<file path="src/rtl/race_eval_pkg.sv">
package race_eval_pkg;

  localparam int unsigned NUM_ST  = 4;
  localparam int unsigned ST_IDLE = 0;
  localparam int unsigned ST_ARM  = 1;
  localparam int unsigned ST_FIRE = 2;
  localparam int unsigned ST_DONE = 3;

  localparam logic [NUM_ST-1:0] ST_RESET = NUM_ST'(1) << ST_IDLE;

  // Moore control word, field order follows the drive sequence
  typedef struct packed {
    logic pulse;
    logic busy;
    logic chal_en;
    logic resp_en;
  } ctl_t;

endpackage

</file>
<file path="src/rtl/race_eval_reg.sv">
module race_eval_reg #(
  parameter int unsigned W = 8
) (
  input  logic         clk_i,
  input  logic         rst_ni,
  input  logic         en_i,
  input  logic [W-1:0] d_i,
  output logic [W-1:0] q_o
);

  logic [W-1:0] q;

  always_ff @(posedge clk_i or negedge rst_ni) begin
    if (!rst_ni)   q <= '0;
    else if (en_i) q <= d_i;
  end

  assign q_o = q;

endmodule

</file>
<file path="src/rtl/race_eval_fsm.sv">
module race_eval_fsm
  import race_eval_pkg::*;
(
  input  logic clk_i,
  input  logic rst_ni,
  input  logic init_i,
  output ctl_t ctl_o
);

  logic [NUM_ST-1:0] st_q, st_d;

  // one-hot next state; idle->arm on init, arm->fire->done, done holds on init
  always_comb begin
    st_d          = '0;
    st_d[ST_IDLE] = (st_q[ST_IDLE] | st_q[ST_DONE]) & ~init_i;
    st_d[ST_ARM]  = st_q[ST_IDLE] & init_i;
    st_d[ST_FIRE] = st_q[ST_ARM];
    st_d[ST_DONE] = st_q[ST_FIRE] | (st_q[ST_DONE] & init_i);
  end

  always_ff @(posedge clk_i or negedge rst_ni) begin
    if (!rst_ni) st_q <= ST_RESET;
    else         st_q <= st_d;
  end

  // outputs come straight off state flops: pulse has no decode glitch
  always_comb begin
    ctl_o.pulse   = st_q[ST_FIRE];
    ctl_o.busy    = st_q[ST_ARM] | st_q[ST_FIRE] | st_q[ST_DONE];
    ctl_o.chal_en = st_q[ST_IDLE];
    ctl_o.resp_en = st_q[ST_FIRE];
  end

endmodule

</file>
<file path="src/rtl/race_eval_seq.sv">
module race_eval_seq
  import race_eval_pkg::*;
#(
  parameter int unsigned NUM_STAGES = 4,
  parameter int unsigned SEL_W      = 5,
  parameter int unsigned NUM_LANES  = 4,
  parameter int unsigned CHAL_W     = NUM_STAGES * SEL_W,
  parameter int unsigned ORDER_W    = NUM_LANES * (NUM_LANES - 1) / 2
) (
  input  logic               clk_i,
  input  logic               rst_ni,
  input  logic               init_i,
  input  logic [CHAL_W-1:0]  chal_i,
  input  logic [ORDER_W-1:0] order_i,
  output logic               busy_o,
  output logic               pulse_o,
  output logic [CHAL_W-1:0]  chal_o,
  output logic [ORDER_W-1:0] resp_o
);

  ctl_t ctl;

  race_eval_fsm u_fsm (
    .clk_i  (clk_i),
    .rst_ni (rst_ni),
    .init_i (init_i),
    .ctl_o  (ctl)
  );

  race_eval_reg #(.W(CHAL_W)) u_chal (
    .clk_i  (clk_i),
    .rst_ni (rst_ni),
    .en_i   (ctl.chal_en),
    .d_i    (chal_i),
    .q_o    (chal_o)
  );

  race_eval_reg #(.W(ORDER_W)) u_resp (
    .clk_i  (clk_i),
    .rst_ni (rst_ni),
    .en_i   (ctl.resp_en),
    .d_i    (order_i),
    .q_o    (resp_o)
  );

  assign busy_o  = ctl.busy;
  assign pulse_o = ctl.pulse;

endmodule

</file>
<file path="config.mk">
export PLATFORM = sky130hd
export DESIGN_NAME = race_eval_seq
export DESIGN_NICKNAME = d
export VERILOG_FILES = /design/src/rtl/race_eval_pkg.sv /design/src/rtl/race_eval_reg.sv /design/src/rtl/race_eval_fsm.sv /design/src/rtl/race_eval_seq.sv
export SDC_FILE = /design/constraint.sdc
export NUM_CORES = 1
export LEC_CHECK = 0
export CAP_MARGIN = 5
export CORE_ASPECT_RATIO = 1.5
export CORE_MARGIN = 4
export CORE_UTILIZATION = 35
export DETAILED_ROUTE_END_ITERATION = 10
export PLACE_DENSITY = 0.74
export SLEW_MARGIN = 25
export SYNTH_ARGS = -nofsm -noshare
export SYNTH_HDL_FRONTEND = slang
export SYNTH_SLANG_ARGS = --single-unit
</file>
<file path="constraint.sdc">
create_clock -name clk_i -period 1.4 [get_ports clk_i]
set_clock_uncertainty 0.15 [all_clocks]
set_input_delay 0.21 -clock clk_i [delete_from_list [all_inputs] [get_ports clk_i]]
set_output_delay 0.21 -clock clk_i [all_outputs]
set_load 0.02 [all_outputs]
</file>
==> results.cfg <==
[power_and_ir_drop]
internal_power_mw = 1.52
p_clk_share_pct = 47.6
p_per_area_nw_per_um2 = 987
seq_power_share_pct = 46.9
p_switching_mw = 0.328
cellLeakagePower_nw = 1.02
combPwrFrac_pct = 5.6
swShare_pct = 17.7
vdd_drop_max_mv = 0.696

[cells_and_area]
drive_above_1_share_pct = 34.1
n_fill_cell = 240
seqCellArea_um2 = 752
final_cell_mix = dfrtp_1 (29), clkdlybuf4s50_1 (28), mux2_2 (26), dlygate4sd2_1 (26), clkbuf_8 (6)
nets = 160
antennaDiodeCount = 0
multiInputGateArea_um2 = 328
final_cell_area_um2 = 1880
final_util_pct = 63.1
layout_commonest_cell = dfrtp_1
synthToLayoutAreaGrowth_pct = 70.1
stdcell_count = 171

[outcome]
status = complete, but fails checks
violations = setup timing

[grt]
grt_pass1_vias = 818
grt_start_max_net_pins = 28
grt_overflow = 0
globalRouteTotalUtil_pct = 13.3
grt_pass1_wl_mm = 3.77
antenna_found_initial = 0

[hold_path]
holdPathStages = 0
hold_start = u_fsm.st_q[1]
hold_path_class = reg -> reg
min_delay_worst_endpoint = u_fsm.st_q[2]

[yosys]
synth_seq_area_share_pct = 68.2
synth_area_um2 = 1100
ys_ff_latch = 30
yosysWarnings = 0
synth_cell_types = 9
synth_top_family_by_area = multiplexers
synth_mux_area_share_pct = 26.6
avgSynthCellArea_um2 = 17.5
synthSimpleGateAreaFrac_pct = 1.14
synthCells = 63
syn-num-nets = 92
synth_xor_area_share_pct = 0
synthAdderAreaFrac_pct = 0
synth-compound-area-share_pct = 1.59

[die]
dieHeight_um = 76.7
ios = 57
start_util_pct = 37.1
fp.dieW_um = 53.8
core_um2 = 2970
dieArea_um2 = 4130
rows = 24

[timing]
worst_slew_pin_slew_ns = 0.233
max_freq_mhz = 650
setup_viol = 1
relSlewSlack_pct = 84.4
min_period_ns = 1.54
fin_crit_sh_pct = 110
fin_ws_ns = -0.139
maxSlewViolCount = 0
finalHoldViolCount = 0
rsz0062_at_grt = true

[worst_setup_path]
critPathMaxStageDelay_ns = 0.39
r2r-start = u_fsm.st_q[0]
slowest_stage = or3_4
critical_path_cell_count = 2
critPathKind = reg -> out
arrival_ns = 1.18
cp_cell_sequence = or3_4 -> buf_6
cp_max_fo = 2
reg2reg_depth = 2
path_buf_inv = 1
end_kind = output port
crit_family = simple AND/OR/NAND/NOR gates
critPathRequiredTime_ns = 1.04
critPathLaunchType = flop
worst_r2r_endpoint = u_chal.q_o[0]
rrSetupSlack_ns = 0.07

[drt]
dr.pass1.iters = 4
drtIter0Drc = 6
drcViolationCount = 0
drt_wl_total_mm = 2.37
via_per_inst = 4.50
wire_per_inst_um = 13.9
drtAntennaViolNets = 0
detailroute.via_count = 770

[clock_network]
cts_made_buffers = 5
cts_max_level = 2
cts.path.max_buffers = 2
cts_tree = yes
clock_latency_ns = 0.28
cts_root_buffer = clkbuf_8
clk_pin_slew_worst_paths_ns = 0.06
clock-sinks = 30

[place]
hpwlAfterDp_mm = 1.83
port_buffers = 56
placed_area_um2 = 1760
gp_congestion = 0.694
dp.cells = 160

[flow_run]
cap_violations = 0
power by group through the flow:
stage	Combinational, mW	Clock, mW	Sequential [mW]
after floorplan	0.00114	0	0.883
after detailed placement	0.102	0	0.883
final	0.103	0.880	0.867
after global placement	0.101	0	0.883
after CTS	0.105	0.914	0.867
after global routing	0.111	0.969	0.866
kinds of logic (layout without fill, tap and decap cells):
family | count (synthesis) | after routing
and+or+nand+nor | 2 | 2
buffers and inverters | 3 | 72
DFF | 30 | 30
AOI/OAI and AO/OA | 2 | 2
muxes | 26 | 26
flip-flops by register name, summed over array words and instances, names as in the netlist:
register,cells
u_chal.q_o,20
u_resp.q_o,6
u_fsm.st_q,4
layer usage:
layer | track usage (%) | wire [um]
met3 | 6.20 | 206
met2 | 22.0 | 1320
met4 | 7.67 | 66
met5 | 0 | 0
met1 | 12.9 | 781
area by class of cell:
cell class	instances	share of cell area (%)
Sequential cell	30	40.1
Timing Repair Buffer	64	33.6
Multi-Input combinational cell	30	17.5
Clock buffer	7	4.60
Tap cell	39	2.60
Clock inverter	1	1.60
Yosys cell counts:
library cell  number  share of area (%)
a21o_1             1               0.68
and2_1             1               0.57
buf_2              1               0.45
buf_6              2                2.0
dfrtp_1           29                 66
dfstp_2            1                2.4
mux2_2            26                 27
o21ba_2            1               0.91
or3_1              1               0.57
worst max path at each step:
stage,start,end,slack (ns)
final,u_fsm.st_q[3],busy_o,-0.14
after global routing,u_fsm.st_q[2],busy_o,-0.18
after CTS,u_fsm.st_q[3],busy_o,-0.17
after detailed placement,u_fsm.st_q[3],busy_o,-0.24
after global placement,u_fsm.st_q[3],busy_o,-0.23
after floorplan,u_fsm.st_q[2],busy_o,0.01
metrics by stage:
stage	setup WS [ns]	power (mW)	hold WS, ns	TNS, ns
after detailed placement	-0.237	0.985	0.231	-0.310
after CTS	-0.172	1.89	0.245	-0.172
final	-0.139	1.85	0.241	-0.139
after floorplan	0.0135	0.884	-0.236	0
after global routing	-0.178	1.95	0.276	-0.178
after global placement	-0.231	0.983	0.210	-0.297
what timing repair did:
item,CTS,global route
endpoints found under the setup margin,28,6
setup buffers,0,3
gates resized for setup,34,4
endpoints found under the hold margin,2,0
hold buffers,1,0
Note: power is estimated with default switching activity, not from simulation.
